## config.mk

```make
export PLATFORM = sky130hd
export DESIGN_NAME = shift_pwm_timer
export DESIGN_NICKNAME = d
export VERILOG_FILES = /design/src/rtl/spt_pkg.sv /design/src/rtl/spt_counter.sv /design/src/rtl/spt_scaler.sv /design/src/rtl/spt_channel.sv /design/src/rtl/spt_regs.sv /design/src/rtl/shift_pwm_timer.sv
export SDC_FILE = /design/constraint.sdc
export NUM_CORES = 1
export LEC_CHECK = 0
export BUFFER_PORTS_ARGS = -buffer_cell sky130_fd_sc_hd__buf_2
export CORE_MARGIN = 5
export CORE_UTILIZATION = 49
export CTS_CLUSTER_SIZE = 24
export DETAILED_ROUTE_END_ITERATION = 8
export GPL_TIMING_DRIVEN = 0
export PLACE_DENSITY = 0.7
export SETUP_SLACK_MARGIN = 0.4
export SLEW_MARGIN = 20
export SYNTH_ARGS = -nofsm -noshare
export SYNTH_HDL_FRONTEND = slang
export SYNTH_SLANG_ARGS = --single-unit
```

## constraint.sdc

```tcl
create_clock -name clk -period 3.75 [get_ports clk]
set_input_delay 0.75 -clock clk [delete_from_list [all_inputs] [get_ports clk]]
set_output_delay 0.75 -clock clk [all_outputs]
set_load 0.01 [all_outputs]
```

## src/rtl/spt_pkg.sv

```systemverilog
package spt_pkg;
   localparam logic [7:0] OFF_CFG    = 8'h00;
   localparam logic [7:0] OFF_RAW    = 8'h08;
   localparam logic [7:0] OFF_SCALED = 8'h10;
   localparam logic [7:0] OFF_CMP0   = 8'h20;
   localparam int         CMP_STRIDE = 4;
   localparam int         RUN_BIT    = 12;

   function automatic logic [7:0] cmp_offset(input int idx);
      return OFF_CMP0 + 8'(idx * CMP_STRIDE);
   endfunction
endpackage

```

## src/rtl/spt_counter.sv

```systemverilog
module spt_counter #(
   parameter int CNT_W = 31
) (
   input  logic             clk,
   input  logic             rst_n,
   input  logic             run,
   input  logic             load,
   input  logic [CNT_W-1:0] load_val,
   output logic [CNT_W-1:0] count
);
   always_ff @(posedge clk or negedge rst_n) begin
      if (!rst_n)      count <= '0;
      else if (load)   count <= load_val;
      else if (run)    count <= count + CNT_W'(1);
   end
endmodule

```

## src/rtl/spt_scaler.sv

```systemverilog
module spt_scaler #(
   parameter int CNT_W    = 31,
   parameter int CMP_W    = 16,
   parameter int SCALE_W  = 4,
   parameter bit MUX_TREE = 1'b1
) (
   input  logic [CNT_W-1:0]   count,
   input  logic [SCALE_W-1:0] scale,
   output logic [CMP_W-1:0]   scaled
);
   generate
      if (MUX_TREE) begin : g_tree
         logic [CNT_W-1:0] stage [SCALE_W+1];
         assign stage[0] = count;
         for (genvar s = 0; s < SCALE_W; s++) begin : g_stage
            assign stage[s+1] = scale[s] ? (stage[s] >> (1 << s)) : stage[s];
         end
         assign scaled = stage[SCALE_W][CMP_W-1:0];
      end else begin : g_op
         logic [CNT_W-1:0] shifted;
         assign shifted = count >> scale;
         assign scaled  = shifted[CMP_W-1:0];
      end
   endgenerate
endmodule

```

## src/rtl/spt_channel.sv

```systemverilog
module spt_channel #(
   parameter int CMP_W = 16
) (
   input  logic             run,
   input  logic [CMP_W-1:0] scaled,
   input  logic [CMP_W-1:0] cmp,
   output logic             out_n
);
   logic active;
   assign active = run && (scaled < cmp);
   assign out_n  = ~active;
endmodule

```

## src/rtl/spt_regs.sv

```systemverilog
module spt_regs
   import spt_pkg::*;
#(
   parameter int NCHAN   = 4,
   parameter int CMP_W   = 16,
   parameter int CNT_W   = 31,
   parameter int ADDR_W  = 8,
   parameter int DATA_W  = 32
) (
   input  logic                   clk,
   input  logic                   rst_n,
   input  logic                   bus_valid,
   input  logic                   bus_write,
   input  logic [ADDR_W-1:0]      bus_addr,
   input  logic [DATA_W-1:0]      bus_wdata,
   input  logic [CNT_W-1:0]       count,
   input  logic [CMP_W-1:0]       scaled,
   output logic [DATA_W-1:0]      cfg,
   output logic [NCHAN*CMP_W-1:0] cmp_flat,
   output logic                   cnt_load,
   output logic [CNT_W-1:0]       cnt_load_val,
   output logic [DATA_W-1:0]      rdata
);
   logic wr;
   assign wr           = bus_valid && bus_write;
   assign cnt_load     = wr && (bus_addr == ADDR_W'(OFF_RAW));
   assign cnt_load_val = bus_wdata[CNT_W-1:0];

   always_ff @(posedge clk or negedge rst_n) begin
      if (!rst_n)                                   cfg <= '0;
      else if (wr && bus_addr == ADDR_W'(OFF_CFG))  cfg <= bus_wdata;
   end

   generate
      for (genvar ch = 0; ch < NCHAN; ch++) begin : g_cmp
         logic hit;
         assign hit = wr && (bus_addr == ADDR_W'(cmp_offset(ch)));
         always_ff @(posedge clk or negedge rst_n) begin
            if (!rst_n)   cmp_flat[ch*CMP_W +: CMP_W] <= '0;
            else if (hit) cmp_flat[ch*CMP_W +: CMP_W] <= bus_wdata[CMP_W-1:0];
         end
      end
   endgenerate

   always_comb begin
      rdata = '0;
      if (bus_addr == ADDR_W'(OFF_CFG))         rdata = cfg;
      else if (bus_addr == ADDR_W'(OFF_RAW))    rdata = DATA_W'(count);
      else if (bus_addr == ADDR_W'(OFF_SCALED)) rdata = DATA_W'(scaled);
      else begin
         for (int ch = 0; ch < NCHAN; ch++) begin
            if (bus_addr == ADDR_W'(cmp_offset(ch)))
               rdata = DATA_W'(cmp_flat[ch*CMP_W +: CMP_W]);
         end
      end
   end
endmodule

```

## src/rtl/shift_pwm_timer.sv

```systemverilog
module shift_pwm_timer
   import spt_pkg::*;
#(
   parameter int NCHAN    = 4,
   parameter int CMP_W    = 16,
   parameter int SCALE_W  = 4,
   parameter int ADDR_W   = 8,
   parameter int DATA_W   = 32,
   parameter bit MUX_TREE = 1'b1
) (
   input  logic              clk,
   input  logic              rst_n,
   input  logic              bus_valid,
   input  logic              bus_write,
   input  logic [ADDR_W-1:0] bus_addr,
   input  logic [DATA_W-1:0] bus_wdata,
   output logic [DATA_W-1:0] bus_rdata,
   output logic [NCHAN-1:0]  pwm_n
);
   localparam int CNT_W = CMP_W + (1 << SCALE_W) - 1;

   generate
      if (CNT_W > DATA_W) begin : g_bad_width
         $error("counter wider than data bus");
      end
      if (ADDR_W < 8) begin : g_bad_addr
         $error("address too narrow for register map");
      end
      if (NCHAN < 1 || NCHAN > 56) begin : g_bad_chan
         $error("channel count out of range");
      end
      if (RUN_BIT >= DATA_W) begin : g_bad_run
         $error("run bit outside configuration word");
      end
   endgenerate

   logic [DATA_W-1:0]      cfg;
   logic [NCHAN*CMP_W-1:0] cmp_flat;
   logic                   cnt_load;
   logic [CNT_W-1:0]       cnt_load_val;
   logic [CNT_W-1:0]       raw_cnt;
   logic [CMP_W-1:0]       scaled_cnt;
   logic                   run;

   assign run = cfg[RUN_BIT];

   spt_regs #(
      .NCHAN(NCHAN), .CMP_W(CMP_W), .CNT_W(CNT_W),
      .ADDR_W(ADDR_W), .DATA_W(DATA_W)
   ) u_regs (
      .clk(clk), .rst_n(rst_n),
      .bus_valid(bus_valid), .bus_write(bus_write),
      .bus_addr(bus_addr), .bus_wdata(bus_wdata),
      .count(raw_cnt), .scaled(scaled_cnt),
      .cfg(cfg), .cmp_flat(cmp_flat),
      .cnt_load(cnt_load), .cnt_load_val(cnt_load_val),
      .rdata(bus_rdata)
   );

   spt_counter #(.CNT_W(CNT_W)) u_cnt (
      .clk(clk), .rst_n(rst_n), .run(run),
      .load(cnt_load), .load_val(cnt_load_val), .count(raw_cnt)
   );

   spt_scaler #(
      .CNT_W(CNT_W), .CMP_W(CMP_W), .SCALE_W(SCALE_W), .MUX_TREE(MUX_TREE)
   ) u_scale (
      .count(raw_cnt), .scale(cfg[SCALE_W-1:0]), .scaled(scaled_cnt)
   );

   generate
      for (genvar ch = 0; ch < NCHAN; ch++) begin : g_chan
         spt_channel #(.CMP_W(CMP_W)) u_ch (
            .run(run), .scaled(scaled_cnt),
            .cmp(cmp_flat[ch*CMP_W +: CMP_W]), .out_n(pwm_n[ch])
         );
      end
   endgenerate
endmodule

```

==> results.md, run 1 <==
* Area contributors post-synth: dfrtp_1 34%, mux2_2 15%, ha_1 8.2%
* Vias at 7828
* Nets at 1134
* Num Clock Sinks at 127
* Post-synth EDFFs at 0
* Post-Route Skew at 0.00601 ns
* CP Launch Type: flip-flop
* Final Setup Violations at 4
* First-pass GRT wire length at 44.7 mm
* Status: finished, violations left
* Non-filler cells, final at 1276
* CP startpoint: u_regs.cfg[1]
* Rel. slew slack at 0.439
* CTS tree: built
* Largest net degree at the start of global routing at 89
* Initial core utilization at 0.497
* Cells after DPL at 1231
* Layout cells sized above 1 at 0.352
* Top_reg_cell synth: dfrtp_1
* Final Cycle Share at 1.19
* DR pass1 iterations at 7
* P per Cell Area at 513 mW/mm²
* Post-Place Setup Slack at -0.688 ns
* Max-cap violations at 0
* Synth Area in XOR/XNOR at 0.0264
* Largest area contributor in the netlist: dfrtp_1
* Gr ovfl total at 0
* Critical path buffers and inverters at 4
* Crit path max-delay family: multiplexers
* Post-synth net total at 1025
* Slowest CP cell: mux4_2
* Clock slew at reported path FFs at 0.07 ns
* Final worst setup slack at -0.716 ns
* Initial antenna violation count at 0
* RSZ-0062 raised after global routing: true
* Die width at 148 µm
* Reg-to-reg critical path endpoint: u_cnt.count[12]
* Hold Violations, Final at 0
* GRT Util Overall at 0.263
* Worst-margin pin slew at 0.842 ns
* Area grow syn2layout at 19.9%
* Routed wire length at 28.5 mm
* Unique masters post-synth at 61
* Adder-Cell Fraction of Synth Area at 0.0822
* Post-synthesis compound-gate area fraction at 0.111
* Crit end category: primary output
* RR Startpoint: u_regs.cfg[12]
* Vias/cell at 6.13
* I/O pins at 80
* Main combinational cell family by area after synthesis: multiplexers
* Synth Warn # at 0
* Worst Hold Margin at 0.188 ns
* Most frequent cell after synthesis: dfrtp_1
* Total negative slack at -2.77 ns
* Post-synthesis simple-gate area fraction at 0.119
* Clock period minus worst slack at 4.47 ns
* Register area share after synthesis at 0.342
* Flop2flop setup slack at 1.43 ns
* Diode count at 0
* Async set or reset register ratio after synthesis at 1.00
* Design area at 0.0111 mm²
* Placed Area at 0.0101 mm²
* Clock buffer depth at 2
* Fin. max-slew vios at 0
* Critical path, cell by cell: buf_6, buf_12, mux2_4, mux4_2, mux2_4, ha_1, a21oi_1, nor2_1, a211oi_1, o21ai_1, a211o_1, buf_4, buf_2
* First-iteration detailed-routing DRC count at 783
* Multiplexer area fraction after synthesis at 0.254
* Max incr delay on CP at 0.54 ns
* Leak pwr at 4.86 nW
* Gate Count Post-Synth at 920
* CP required at 3.00 ns
* Fmax at 224 MHz
* Vias in the first global route at 7807
* Mean Syn Cell Area at 10.1 µm²
* Maximum vdd drop at 0.361 mV
* Synth cell count leaders: 127 x dfrtp_1, 123 x mux2_2, 78 x nor2_1
* Fillcell total at 1574
* CP Max Fanout at 7
* Crit path kind: flip-flop to primary output
* Mapped Area at 0.00929 mm²
* DRC Markers at 0
* CTS buffer count at 17
* Dpl hpwl at 20.9 mm
* GPL Wtd Cong at 0.964
* DIE AREA at 0.0218 mm²
* Number of I/O port buffers at 76
* Post-route ant nets at 0
* DIE HEIGHT at 148 µm
* FF+latch count, synth at 127
* Routed wire per std cell at 22.3 µm
* Most common cell on crit path: mux2_4
* Data arrival, critical path at 3.72 ns
* # rows at 50
* Hold Crit Class: primary input to async pin
* H-tree depth at 4
* Yosys top cell area share at 0.342
* Core ar. at 0.0187 mm²
* Root Driver: clkbuf_16
* Violated checks: setup timing
* Path depth of the worst reg2reg path at 7
* Clk Latency, worst-skew pair at 0.43 ns
-- where the power goes --
| group | switching [W] | internal, W | total, W |
|---|---|---|---|
| logic | 0.00129 | 0.00104 | 0.00232 |
| clock network | 0.000711 | 0.000999 | 0.00171 |
| registers | 0.000187 | 0.00150 | 0.00169 |
-- layout make-up --
class	instances	area, µm²	share of cell area
buffer	62	384	0.0345
clock buffer	17	425	0.0382
clock inverter	15	175	0.0157
inverter	71	270	0.0243
multi-input combinational	660	5860	0.526
sequential	127	3180	0.285
tap	234	293	0.0263
timing repair buffer	90	553	0.0496
-- worst max path at each step --
stage	to	slack, ns	cells past startpoint
6_report	pwm_n[1]	-0.72	13
5_1_grt	pwm_n[0]	-0.88	15
4_1_cts	pwm_n[3]	-0.69	13
3_5_place_dp	pwm_n[3]	-0.69	13
3_3_place_gp	pwm_n[3]	-0.69	13
2_1_floorplan	pwm_n[3]	0.14	12
-- cell families after synthesis --
family / count (synthesis)
AO/OA/AOI/OAI: 165
multiplexers: 187
flip-flops: 127
adder cells (fa/ha/maj): 61
AND/OR/NAND/NOR: 219
buffers and inverters: 133
XOR/XNOR: 28
-- per-layer routing --
metal / routed length, µm / track usage
met5: 0 / 0
met4: 663 / 0.0774
met3: 2240 / 0.0552
met2: 12900 / 0.403
met1: 12700 / 0.378
-- per-stage QoR --
step / total power (W) / utilization
2_1_floorplan: 0.00311 / -
3_3_place_gp: 0.00366 / 0.536
3_5_place_dp: 0.00370 / 0.538
4_1_cts: 0.00555 / 0.584
5_1_grt: 0.00603 / 0.596
6_report: 0.00572 / 0.596
-- worst reg2reg max path, stage by stage (launching register included) --
cell      delay (ns)
dfrtp_1         0.41
clkbuf_1        0.56
nand3_1         0.15
or2_2           0.36
buf_2           0.25
nor3_1          0.21
xnor2_1         0.14
a21oi_1         0.09
-- sequential cells by signal, summed over array words and instances, names as in the netlist --
register / cells
u_regs.cmp_flat: 64
u_regs.cfg: 32
u_cnt.count: 31
-- what timing repair did --
| action | CTS | global route |
|---|---|---|
| pin swaps | 11 | 9 |
| gates cloned | 1 | 0 |
| gates resized for setup | 56 | 39 |
| buffers inserted | 7 | 5 |
| hold buffers | 0 | 0 |
| setup endpoints to repair | 36 | 30 |
-- cell usage in the layout, fill, tap and decap left out, types with 24 or more instances in the layout --
master | synthesis | final
dfrtp_1 | 127 | 127
mux2_2 | 123 | 106
buf_2 | 17 | 87
nor2_1 | 78 | 74
inv_1 | 70 | 70
ha_1 | 61 | 54
nand2_1 | 47 | 46
a21oi_1 | 48 | 42
mux2i_1 | 38 | 34
o21ai_0 | 37 | 28
mux4_2 | 22 | 24
xnor2_1 | 24 | 24
No activity file was read; power rests on OpenSTA's default activity.
==> run 2: changes to the inputs <==
Settings changed: PLACE_DENSITY 0.7 to 0.68.
Clock period 3.75 ns to 5.7 ns, I/O delays scaled along.
==> run 2 against run 1 <==
  * Highest routed layer unchanged
  * Setup slack improved by 1.2 ns
  * The flow now finishes without violations
  * Combinational power fell by 42%
  * Final cell count fell by 1.0%
  * Via count down 2.9%
  * Global-route usage decreased by 0.62 points
  * Critical path depth stayed put
  * Critical endpoint is now pwm_n[3]
==> results.md, run 2 (synthesized netlist as in run 1, its figures left out) <==
* P per Cell Area at 335 mW/mm² (was 513 mW/mm²)
* Multi-input gate area at 0.00554 mm² (was 0.00586 mm²)
* DIE HEIGHT at 148 µm (unchanged)
* RSZ-0062 raised after global routing: false (was true)
* Crit end category: primary output (unchanged)
* CTS tree: built (unchanged)
* Crit path kind: flip-flop to primary output (unchanged)
* DR pass1 iterations at 5 (was 7)
* DIE AREA at 0.0218 mm² (unchanged)
* Post-route ant nets at 0 (unchanged)
* Core ar. at 0.0187 mm² (unchanged)
* Vias at 7604 (was 7828)
* Max FFs per register at 64 (unchanged)
* Hold Crit Class: flip-flop to flip-flop (was primary input to async pin)
* Worst-margin pin slew at 0.776 ns (was 0.842 ns)
* Initial antenna violation count at 0 (unchanged)
* I/O pins at 80 (unchanged)
* DRC Markers at 0 (unchanged)
* Hold Violations, Final at 0 (unchanged)
* Data arrival, critical path at 4.03 ns (was 3.72 ns)
* Vias in the first global route at 7561 (was 7807)
* Clock buffer depth at 2 (unchanged)
* Final Cycle Share at 0.908
* Num Clock Sinks at 127 (unchanged)
* H-tree depth at 4 (unchanged)
* Area grow syn2layout at 14.5% (was 19.9%)
* CTS buffer count at 17 (unchanged)
* Maximum vdd drop at 0.219 mV (was 0.361 mV)
* First-pass GRT wire length at 43.6 mm (was 44.7 mm)
* Clock period minus worst slack at 5.17 ns
* Total negative slack at 0 ns (was -2.77 ns)
* CP required at 4.56 ns (was 3.00 ns)
* Number of I/O port buffers at 76 (unchanged)
* Fin. max-slew vios at 0 (unchanged)
* Biggest register: u_regs.cmp_flat (unchanged)
* First-iteration detailed-routing DRC count at 589 (was 783)
* Fmax at 193 MHz
* Seq. cell area at 0.00318 mm² (unchanged)
* Gr ovfl total at 0 (unchanged)
* Dpl hpwl at 20.6 mm (was 20.9 mm)
* Initial core utilization at 0.497 (unchanged)
* Routed wire length at 27.6 mm (was 28.5 mm)
* Clock slew at reported path FFs at 0.06 ns (was 0.07 ns)
* Vias/cell at 6.02 (was 6.13)
* Root Driver: clkbuf_16 (unchanged)
* Commonest non-fill, non-tap cells in the layout: 127 x dfrtp_1, 123 x mux2_2, 89 x buf_2 (was 127 x dfrtp_1, 106 x mux2_2, 87 x buf_2)
* Max-cap violations at 0 (unchanged)
* Leak pwr at 4.65 nW (was 4.86 nW)
* Routed wire per std cell at 21.9 µm (was 22.3 µm)
* GPL Wtd Cong at 1.02 (was 0.964)
* CP Max Fanout at 10 (was 7)
* Nets at 1121 (was 1134)
* Largest regs: u_regs.cmp_flat x64, u_regs.cfg x32, u_cnt.count x31 (unchanged)
* Rel. slew slack at 0.483 (was 0.439)
* GRT Util Overall at 0.257 (was 0.263)
* Layout cells sized above 1 at 0.303 (was 0.352)
* Most common cell after layout, fill and taps aside: dfrtp_1 (unchanged)
* Final core occ at 0.569 (was 0.596)
* Die width at 148 µm (unchanged)
* Post-Route Skew at 0.00467 ns (was 0.00601 ns)
* Fillcell total at 1651 (was 1574)
* Diode count at 0 (unchanged)
* Status: finished, final reports clean (was finished, violations left)
* Final Setup Violations at 0 (was 4)
* Clk Latency, worst-skew pair at 0.42 ns (was 0.43 ns)
* # rows at 50 (unchanged)
* CP Launch Type: flip-flop (unchanged)
* Largest net degree at the start of global routing at 89 (unchanged)
[run 2: cell count changes in the layout (fill, tap and decap cells not counted), moves of 5 or more]
cell / previous run / this run
mux2_2: 106 / 123
mux2_4: 17 / 0
buf_4: 22 / 11
o21ai_0: 28 / 37
clkbuf_1: 20 / 28
o21ai_1: 8 / 0
ha_1: 54 / 61
buf_6: 9 / 3
clkbuf_8: 0 / 5
clkinv_4: 6 / 1
ha_4: 5 / 0
inv_6: 5 / 0
[run 2: repair_timing]
action,4_1_cts,5_1_grt
resized for setup,0,13
setup buffers,0,0
endpoints found under the setup margin,0,4
hold buffers,0,0
[run 2: layout make-up]
class	count	area share
inverters	71	0.0251
clock buffers	24	0.0472
flip-flops and latches	127	0.299
repair buffers	77	0.0393
plain buffers	62	0.0318
clock inverters	8	0.00976
multi-input cells	660	0.521
well taps	234	0.0275
[run 2: layer usage]
layer  vias to the layer above  routed length, µm  part of all wire  global-route usage
li1                       3515                  -                 -                   -
met1                      3686              12800              0.46               0.374
met2                       344              12000              0.43               0.385
met3                        59               2120             0.077              0.0555
met4                         0                714             0.026              0.0792
met5                         -                  0                 0                   0
[run 2: power breakdown]
| group | switching, W | internal [W] | leakage, nW |
|---|---|---|---|
| clock network | 0.000413 | 0.000702 | 0.285 |
| registers | 0.000124 | 0.000987 | 1.63 |
| logic | 0.000774 | 0.000564 | 2.73 |
[run 2: worst max-delay path, stage by stage, from the launching register on]
cell and delay [ns]:
dfrtp_1 0.34, buf_6 0.17, buf_8 0.16, mux2_2 0.38, mux4_1 0.58, mux2_2 0.38
ha_1 0.31, a21o_1 0.16, a221o_1 0.36, a21oi_1 0.23, o31ai_1 0.10, a21o_1 0.19
buf_4 0.13, buf_2 0.13
[run 2: final timing paths]
check                          startpoint                  end  slack, ns  depth (start not counted)
max                         u_regs.cfg[1]             pwm_n[3]       0.53                         13
min                        u_regs.cfg[31]       u_regs.cfg[31]       0.50                          1
max reg2reg                u_regs.cfg[12]      u_cnt.count[26]       3.38                          7
min reg2reg                u_regs.cfg[31]       u_regs.cfg[31]       0.50                          1
max in group asynchronous           rst_n       u_cnt.count[2]       4.34                          2
min in group asynchronous           rst_n  u_regs.cmp_flat[25]       0.60                          1
[run 2: per-stage QoR]
stage,worst slack [ns],area [µm²],instances,hold WS (ns),total power [W]
final,0.526,10600,1263,0.499,0.00356
after global routing,0.408,10600,1263,0.515,0.00375
after CTS,0.459,10600,1263,0.501,0.00353
after detailed placement,0.920,10000,1231,0.488,0.00241
after global placement,0.922,9960,1230,0.481,0.00238
after floorplan,1.57,9290,920,0.472,0.00202
